<file path="src/rtl/uirq_pkg.sv">
package uirq_pkg;

    localparam int IRQ_W     = 11;
    localparam int NUM_LINES = 6;
    localparam int ADDR_W    = 3;

    localparam int BIT_RX = 4;
    localparam int BIT_TX = 5;
    localparam int BIT_RT = 6;

    typedef logic [IRQ_W-1:0] irq_vec_t;

    localparam irq_vec_t GRP_MS  = 11'h00F;
    localparam irq_vec_t GRP_RX  = irq_vec_t'(1) << BIT_RX;
    localparam irq_vec_t GRP_TX  = irq_vec_t'(1) << BIT_TX;
    localparam irq_vec_t GRP_RT  = irq_vec_t'(1) << BIT_RT;
    localparam irq_vec_t GRP_ERR = 11'h780;

    typedef enum logic [ADDR_W-1:0] {
        A_MASK = 3'd0,
        A_RAW  = 3'd1,
        A_MSKD = 3'd2,
        A_CLR  = 3'd3,
        A_DATA = 3'd4
    } reg_addr_e;

    typedef struct packed {
        logic     mask_we;
        logic     clr_we;
        logic     data_we;
        irq_vec_t wdata;
    } wr_cmd_t;

    // Group of masked-status bits that feeds output line idx.
    function automatic irq_vec_t line_group(input int idx);
        case (idx)
            0:       return GRP_ERR | GRP_MS | GRP_RT | GRP_TX | GRP_RX;
            1:       return GRP_RX;
            2:       return GRP_TX;
            3:       return GRP_RT;
            4:       return GRP_MS;
            default: return GRP_ERR;
        endcase
    endfunction

endpackage

</file>
<file path="src/rtl/uirq_decode.sv">
module uirq_decode
    import uirq_pkg::*;
(
    input  logic              reg_wr,
    input  logic [ADDR_W-1:0] reg_addr,
    input  irq_vec_t          reg_wdata,
    output wr_cmd_t           cmd
);

    always_comb begin
        cmd.mask_we = reg_wr && (reg_addr == A_MASK);
        cmd.clr_we  = reg_wr && (reg_addr == A_CLR);
        cmd.data_we = reg_wr && (reg_addr == A_DATA);
        cmd.wdata   = reg_wdata;
    end

endmodule

</file>
<file path="src/rtl/uirq_regs.sv">
module uirq_regs
    import uirq_pkg::*;
(
    input  logic     clk,
    input  logic     rst,
    input  wr_cmd_t  cmd,
    input  irq_vec_t src_set,
    output irq_vec_t mask_q,
    output irq_vec_t raw_q
);

    irq_vec_t clr_vec;
    irq_vec_t set_vec;
    irq_vec_t raw_d;

    always_comb begin
        clr_vec = cmd.clr_we  ? cmd.wdata : '0;
        set_vec = src_set | (cmd.data_we ? GRP_TX : '0);
        // Set is applied after clear so it wins on a collision.
        raw_d   = (raw_q & ~clr_vec) | set_vec;
    end

    always_ff @(posedge clk) begin
        if (rst) begin
            raw_q  <= '0;
            mask_q <= '0;
        end else begin
            raw_q <= raw_d;
            if (cmd.mask_we) mask_q <= cmd.wdata;
        end
    end


    set_lands_chk: assert property (@(posedge clk) disable iff (rst)
        (|src_set) |=> ((raw_q & $past(src_set)) == $past(src_set)));


    clear_lands_chk: assert property (@(posedge clk) disable iff (rst)
        (cmd.clr_we && src_set == '0 && !cmd.data_we) |=> ((raw_q & $past(cmd.wdata)) == '0));


    mask_hold_chk: assert property (@(posedge clk) disable iff (rst)
        !cmd.mask_we |=> $stable(mask_q));


    data_tx_chk: assert property (@(posedge clk) disable iff (rst)
        cmd.data_we |=> raw_q[BIT_TX]);

endmodule

</file>
<file path="src/rtl/uirq_route.sv">
module uirq_route
    import uirq_pkg::*;
(
    input  logic                 clk,
    input  logic                 rst,
    input  irq_vec_t             masked,
    output logic [NUM_LINES-1:0] lines
);

    for (genvar g = 0; g < NUM_LINES; g++) begin : g_line
        localparam irq_vec_t GRP = line_group(g);
        assign lines[g] = |(masked & GRP);
    end


    combined_or_chk: assert property (@(posedge clk) disable iff (rst)
        lines[0] == (|lines[NUM_LINES-1:1]));


    rx_line_chk: assert property (@(posedge clk) disable iff (rst)
        lines[1] == masked[BIT_RX]);

endmodule

</file>
<file path="src/rtl/uirq_ctrl.sv">
module uirq_ctrl
    import uirq_pkg::*;
(
    input  logic                 clk,
    input  logic                 rst,
    input  logic [IRQ_W-1:0]     src_set,
    input  logic                 reg_wr,
    input  logic [ADDR_W-1:0]    reg_addr,
    input  logic [IRQ_W-1:0]     reg_wdata,
    output logic [IRQ_W-1:0]     reg_rdata,
    output logic [IRQ_W-1:0]     raw_status,
    output logic [IRQ_W-1:0]     masked_status,
    output logic [NUM_LINES-1:0] irq_lines
);

    wr_cmd_t  cmd;
    irq_vec_t mask_q;
    irq_vec_t raw_q;

    uirq_decode i_decode (
        .reg_wr    (reg_wr),
        .reg_addr  (reg_addr),
        .reg_wdata (reg_wdata),
        .cmd       (cmd)
    );

    uirq_regs i_regs (
        .clk     (clk),
        .rst     (rst),
        .cmd     (cmd),
        .src_set (src_set),
        .mask_q  (mask_q),
        .raw_q   (raw_q)
    );

    assign raw_status    = raw_q;
    assign masked_status = raw_q & mask_q;

    uirq_route i_route (
        .clk    (clk),
        .rst    (rst),
        .masked (masked_status),
        .lines  (irq_lines)
    );

    always_comb begin
        case (reg_addr)
            A_MASK:  reg_rdata = mask_q;
            A_RAW:   reg_rdata = raw_q;
            A_MSKD:  reg_rdata = masked_status;
            default: reg_rdata = '0;
        endcase
    end


    ro_write_chk: assert property (@(posedge clk) disable iff (rst)
        (reg_wr && (reg_addr == A_RAW || reg_addr == A_MSKD) && src_set == '0)
            |=> (raw_status == $past(raw_status)));

endmodule

</file>
<file path="config.mk">
export PLATFORM = sky130hd
export DESIGN_NAME = uirq_ctrl
export DESIGN_NICKNAME = d
export VERILOG_FILES = /design/src/rtl/uirq_pkg.sv /design/src/rtl/uirq_decode.sv /design/src/rtl/uirq_regs.sv /design/src/rtl/uirq_route.sv /design/src/rtl/uirq_ctrl.sv
export SDC_FILE = /design/constraint.sdc
export NUM_CORES = 1
export LEC_CHECK = 0
export BUFFER_PORTS_ARGS = -buffer_cell sky130_fd_sc_hd__buf_4
export CORE_MARGIN = 2
export CORE_UTILIZATION = 30
export CTS_CLUSTER_SIZE = 28
export DETAILED_ROUTE_END_ITERATION = 16
export GPL_TIMING_DRIVEN = 0
export HOLD_SLACK_MARGIN = 0.03
export SKIP_LAST_GASP = 1
export SYNTH_ARGS = -nofsm -noshare
export SYNTH_HDL_FRONTEND = slang
export SYNTH_SLANG_ARGS = --single-unit
export TNS_END_PERCENT = 10
</file>
<file path="constraint.sdc">
create_clock -name clk -period 3 [get_ports clk]
set_input_delay 0.15 -clock clk [delete_from_list [all_inputs] [get_ports clk]]
set_output_delay 0.15 -clock clk [all_outputs]
set_load 0.05 [all_outputs]
</file>
==> results.cfg, run 1 <==
[finish]
syn2layout_area_growth_pct = 53.93
insertedDiodeCount = 0
fin_area_sq_um = 1789
drive_gt1_share_pct = 35.35
nets = 244
fin_cells = 263
nFillCells = 383

[floorplan]
die_h_um = 66.25
die_area_sq_um = 4388
io_pins = 67
rows = 22
dieWidth_um = 66.25
initial_core_util_pct = 31.51
core_area_sq_um = 3689

[timing]
setup_tns_ns = 0
slew_violations = 0
relSlewSlack_pct = 60.56
rsz0062_at_grt = no
finalCritPeriodShare_pct = 74.32
clock_skew_ns = 0
setup_violations = 0
finalCriticalPeriod_ns = 2.230
hold_viol = 0
worst_pin_slew_ns = 0.5916
fmax_mhz = 448.5

[synthesis]
ys_seq_area_share_pct = 37.89
syn_nets = 173
synth_top_flop_cell = dfxtp_1
synth_cell_type_count = 22
yosysWarnings = 0
async_flop_share_pct = 0
syn_inst = 145
netlist_area_sq_um = 1162
syn_area_per_cell_sq_um = 8.016
synth_edf_count = 0
ys_seq_elements = 22

[detailed_routing]
drt-total-wl_um = 3675
dr.pass1.iters = 4
drtIter0Drc = 60
vias = 1288
routedWlPerCell_um = 13.97
ant_nets = 0
routed_via_density = 4.897
drcViolationCount = 0

[global_route]
antenna_found_initial = 0
grt_pass1_vias = 1226
grt_first_pass_wirelength_um = 5671
overflow = 0
grt_max_degree = 14
grtUsageTotal_pct = 17.25

[pwr]
p_per_area_nw_per_um2 = 437.6
cell_internal_pwr_w = 0.0005558
clkPwrFrac_pct = 35.3
p_leak_nw = 0.8022
p_seq_share_pct = 40.9
ir_worst_vdd_uv = 267.3
combPwrFrac_pct = 23.8
p_sw_share_pct = 29.02
total_power_w = 0.0007831
p_switching_w = 0.0002272

[worst_setup_path]
endpoint_kind = output port
cp.arrival_ns = 2.08
reg2reg_slack_ns = 2.17
critPathRequiredTime_ns = 2.85
crit_fanout = 5
worstSetupStartpointType = flop
critPathKind = flop to output port

[clocking]
cts_tree = built
htreeDepth = 1
ctsHoldBuffers = 0
cts_sinks = 22
cts_made_buffers = 3
clk_latency_ns = 0.26
cts_setup_buffers = 0
clkTransAtPathRegs_ns = 0.08
root_buffer = clkbuf_8
clockBufferDepth = 2
ctsResizeCount = 0

[min_path]
hp-class = input port to flop

[run]
cap_violations = 0

[place]
dp.cells = 259
place_area_sq_um = 1718
gp_congestion = 0.8143
portBuffers = 66
hpwl_um = 2772

[outcome]
outcome = finished, final reports clean
==> logic make-up after synthesis <==
kind of cell	Yosys count	synth area share [%]
AND/OR/NAND/NOR	65	29.28
buffers and inverters	14	5.490
AO/OA/AOI/OAI	44	27.34
flip-flops	22	37.89
==> cells in the final DEF, fill, tap and decap left out, drive strengths merged, types with 2 or more instances in the layout <==
cell | synthesis | layout
a32oi | 11 | 11
a21boi | 11 | 11
nor2 | 11 | 11
buf | 3 | 69
or4 | 3 | 3
o21a | 10 | 10
nand2b | 11 | 11
clkbuf | 9 | 12
and2 | 11 | 11
nand2 | 23 | 23
a21oi | 11 | 11
inv | 2 | 2
dfxtp | 22 | 22
==> power groups by stage <==
stage               combinational [W]  sequential (W)  clock (W)
floorplan                   0.0000762        0.000360          0
global placement             0.000185        0.000326          0
detailed placement           0.000188        0.000327          0
CTS                          0.000188        0.000320   0.000281
global route                 0.000198        0.000323   0.000297
finish                       0.000186        0.000320   0.000277
==> worst max-delay path: stages, from the launching register on <==
cell and delay (ns):
dfxtp_1 0.35, and2_1 0.19, or4_4 0.53, or4_1 0.53, buf_4 0.21
==> per-stage QoR <==
| step | setup slack (ns) | util [%] | hold WS, ns |
|---|---|---|---|
| CTS | 0.7489 | 48.51 | 0.05307 |
| detailed placement | 1.048 | 46.57 | 0.3327 |
| global placement | 1.068 | 46.57 | 0.3357 |
| finish | 0.7704 | 48.51 | 0.05744 |
| global route | 0.7066 | 48.51 | 0.04838 |
| floorplan | 0.3590 | - | 0.2191 |
==> path summary, 6_finish.rpt <==
path,start,endpoint,cells past startpoint
worst max-delay path,i_regs.raw_q[2]$_SDFF_PP0_,irq_lines[0],4
worst min register to register,i_regs.mask_q[5]$_SDFFE_PP0P_,i_regs.mask_q[5]$_SDFFE_PP0P_,2
worst min-delay path,rst,i_regs.mask_q[2]$_SDFFE_PP0P_,2
worst max register to register,i_regs.raw_q[5]$_SDFF_PP0_,i_regs.raw_q[5]$_SDFF_PP0_,2
==> layout make-up <==
| cell class | instances | area (sq um) | area share [%] |
|---|---|---|---|
| well taps | 48 | 60.06 | 3.357 |
| clock buffers | 3 | 41.29 | 2.308 |
| multi-input cells | 109 | 658.1 | 36.78 |
| plain buffers | 12 | 56.30 | 3.147 |
| repair buffers | 66 | 495.5 | 27.69 |
| clock inverters | 1 | 30.03 | 1.678 |
| inverters | 2 | 7.507 | 0.4196 |
| flip-flops and latches | 22 | 440.4 | 24.62 |
==> metal layers <==
layer / track usage [%] / share of wire (%) / vias up
met3: 3.407 / 7.1 / 0
met4: 3.061 / 0 / 0
met1: 20.42 / 41 / 599
li1: - / - / 645
met5: 0 / 0 / -
met2: 32.13 / 51 / 44
==> sequential cells by signal (all words and copies together) (netlist names) <==
name,cells
i_regs.raw_q,11
i_regs.mask_q,11
==> synthesized netlist by cell type, types with 2 or more instances <==
| cell type | instances | area, sq um |
|---|---|---|
| clkbuf_1 | 9 | 33.78 |
| nand2_1 | 23 | 86.33 |
| and2_1 | 10 | 62.56 |
| dfxtp_1 | 22 | 440.4 |
| nand2b_1 | 11 | 68.82 |
| inv_1 | 2 | 7.510 |
| a21oi_1 | 11 | 55.05 |
| o21a_1 | 10 | 75.07 |
| buf_4 | 3 | 22.52 |
| a21boi_0 | 11 | 82.58 |
| nor2_1 | 11 | 41.29 |
| a32oi_1 | 11 | 96.34 |
| or4_1 | 2 | 15.01 |
(Power assumes the default switching activity.)
==> run 2, diff against run 1 <==
Settings changed: ABC_AREA set to 1.
Clock period 3 ns to 2.1 ns, I/O delays scaled along.
==> run 2 against run 1 <==
Effect of this change: synthesized cell count grew 29%; non-clock buffer count up 1; sequential power up 45%; combinational power is 59% higher; die area increased by 3.1%; clock skew unchanged; wire length fell by 1.0%; cell count grew 16%.
==> results.cfg, run 2 <==
[outcome]
outcome = finished, final reports clean

[synthesis]
ys_seq_area_share_pct = 36.67
synth_edf_count = 0
synth_cell_type_count = 21
yosysWarnings = 0
netlist_area_sq_um = 1201
yosysMostFrequentCell = nand2_1
syn_inst = 187
synth_common_cells = 49 x nand2_1, 26 x inv_1, 24 x nor2_1
synth_top_area_share_pct = 36.67
syn_nets = 215
ys_seq_elements = 22
yosys-top-cells-area = dfxtp_1 37%, nand2_1 15%, inv_1 8.1%
async_flop_share_pct = 0
synth_top_area_cell = dfxtp_1
synth_top_flop_cell = dfxtp_1
syn_area_per_cell_sq_um = 6.423

[pwr]
ir_worst_vdd_uv = 808.6
combPwrFrac_pct = 25.5
cell_internal_pwr_w = 0.0008002
p_seq_share_pct = 40.0
p_leak_nw = 1.048
p_per_area_nw_per_um2 = 631.4
p_sw_share_pct = 31.04
clkPwrFrac_pct = 34.5
p_switching_w = 0.0003603

[clocking]
cts_made_buffers = 3
htreeDepth = 1
cts_setup_buffers = 0
cts_tree = built
clkTransAtPathRegs_ns = 0.08
clk_latency_ns = 0.26
root_buffer = clkbuf_8
clockBufferDepth = 2
cts_sinks = 22
ctsResizeCount = 0

[detailed_routing]
routedWlPerCell_um = 11.89
drcViolationCount = 0
drtIter0Drc = 50
vias = 1363
routed_via_density = 4.454
dr.pass1.iters = 4
ant_nets = 0
drt-total-wl_um = 3637

[worst_setup_path]
critPathRequiredTime_ns = 2.00
worstSetupStartpointType = flop
cp.arrival_ns = 1.43
endpoint_kind = output port
cp-startpoint = i_regs.raw_q[9]$_SDFF_PP0_
reg2reg_depth = 2
reg2reg_slack_ns = 1.44
crit_fanout = 5
critPathKind = flop to output port
r2r_start = i_regs.raw_q[7]$_SDFF_PP0_
r2r_end = i_regs.raw_q[7]$_SDFF_PP0_
endpoint = irq_lines[0]

[timing]
setup_violations = 0
finalCriticalPeriod_ns = 1.531
setup_tns_ns = 0
rsz0062_at_grt = no
finalCritPeriodShare_pct = 72.90
hold_viol = 0
slew_violations = 0
worst_pin_slew_ns = 0.5841
fmax_mhz = 653.2
clock_skew_ns = 0
relSlewSlack_pct = 61.06

[finish]
nFillCells = 433
drive_gt1_share_pct = 32.56
syn2layout_area_growth_pct = 53.02
insertedDiodeCount = 0
largest_registers = i_regs.mask_q x11, i_regs.raw_q x11
nets = 287
final_common_cell = buf_4
final_cell_mix = 73 x buf_4, 49 x nand2_1, 26 x inv_1, 24 x nor2_1, 22 x dfxtp_1
fin_cells = 306

[global_route]
overflow = 0
antenna_found_initial = 0
grt_pass1_vias = 1159
grt_max_degree = 14
grt_first_pass_wirelength_um = 5616
grtUsageTotal_pct = 16.64

[place]
portBuffers = 66
dp.cells = 301
hpwl_um = 2634
gp_congestion = 0.7770

[floorplan]
die_h_um = 67.28
rows = 22
io_pins = 67
initial_core_util_pct = 32.09
dieWidth_um = 67.28
die_area_sq_um = 4526
core_area_sq_um = 3744

[run]
cap_violations = 0

[min_path]
hp-class = input port to flop
[run 2: cell types whose count changed after synthesis, sizes merged, moves of 11 or more]
cell	before	now
nand2b	11	0
o211ai	0	11
and2	11	0
inv	2	27
a32oi	11	0
nor2	11	26
nand2	23	50
a21boi	11	0
o21ai	0	11
nand3	0	11
[run 2: cell families after synthesis]
family	synth area share, %
AND/OR/NAND/NOR	31.36
AO/OA/AOI/OAI	16.46
flip-flops	36.67
buffers and inverters	15.52
[run 2: layout make-up]
type | count | area [sq um] | area share [%]
Inverter | 28 | 105.1 | 5.718
Clock inverter | 1 | 30.03 | 1.634
Tap cell | 48 | 60.06 | 3.268
Buffer | 12 | 81.33 | 4.425
Multi-Input combinational cell | 125 | 574.3 | 31.25
Clock buffer | 3 | 41.29 | 2.246
Sequential cell | 22 | 440.4 | 23.96
Timing Repair Buffer | 67 | 505.5 | 27.50
[run 2: worst min-delay path by stage]
stage / to / cells past startpoint / startpoint
finish: i_regs.raw_q[0]$_SDFF_PP0_ / 3 / src_set[0]
global route: i_regs.raw_q[9]$_SDFF_PP0_ / 3 / src_set[9]
CTS: i_regs.raw_q[0]$_SDFF_PP0_ / 3 / src_set[0]
detailed placement: i_regs.raw_q[0]$_SDFF_PP0_ / 2 / rst
global placement: i_regs.raw_q[0]$_SDFF_PP0_ / 2 / rst
floorplan: i_regs.raw_q[0]$_SDFF_PP0_ / 1 / rst
[run 2: power groups by stage]
stage / logic [W] / registers [W] / clock network (W)
after CTS: 0.000298 / 0.000464 / 0.000406
after global placement: 0.000295 / 0.000473 / 0
after floorplan: 0.000130 / 0.000522 / 0
final: 0.000296 / 0.000464 / 0.000401
after global routing: 0.000318 / 0.000468 / 0.000421
after detailed placement: 0.000296 / 0.000474 / 0
[run 2: what timing repair did]
| item | in CTS | in global routing |
|---|---|---|
| endpoints found under the setup margin | 0 | 0 |
| hold buffers | 1 | 0 |
| endpoints found under the hold margin | 1 | 0 |
[run 2: stage by stage]
stage               utilization (%)  total power [W]  setup slack [ns]  hold slack, ns  cell area (sq um)
global placement              46.93        0.0007686            0.8691          0.2824               1757
global route                  49.10         0.001207            0.4455         0.07297               1838
CTS                           49.10         0.001168            0.5652         0.07073               1838
finish                        49.10         0.001160            0.5690         0.07222               1838
detailed placement            46.93        0.0007697            0.8717          0.2824               1757
floorplan                         -        0.0006524            0.1560          0.1741               1201
[run 2: layer usage]
metal | GRT usage (%) | up-vias | share of wire [%]
met1 | 22.28 | 586 | 46
met4 | 3.061 | 0 | 0.52
met2 | 26.98 | 45 | 46
met5 | 0 | - | 0
li1 | - | 730 | -
met3 | 4.500 | 2 | 7.7
[run 2: worst max-delay path, cell delays in order, from the launching register on]
cell	delay, ns
dfxtp_1	0.35
nand2_1	0.08
inv_1	0.05
nor3_1	0.35
nand3b_1	0.12
buf_4	0.21
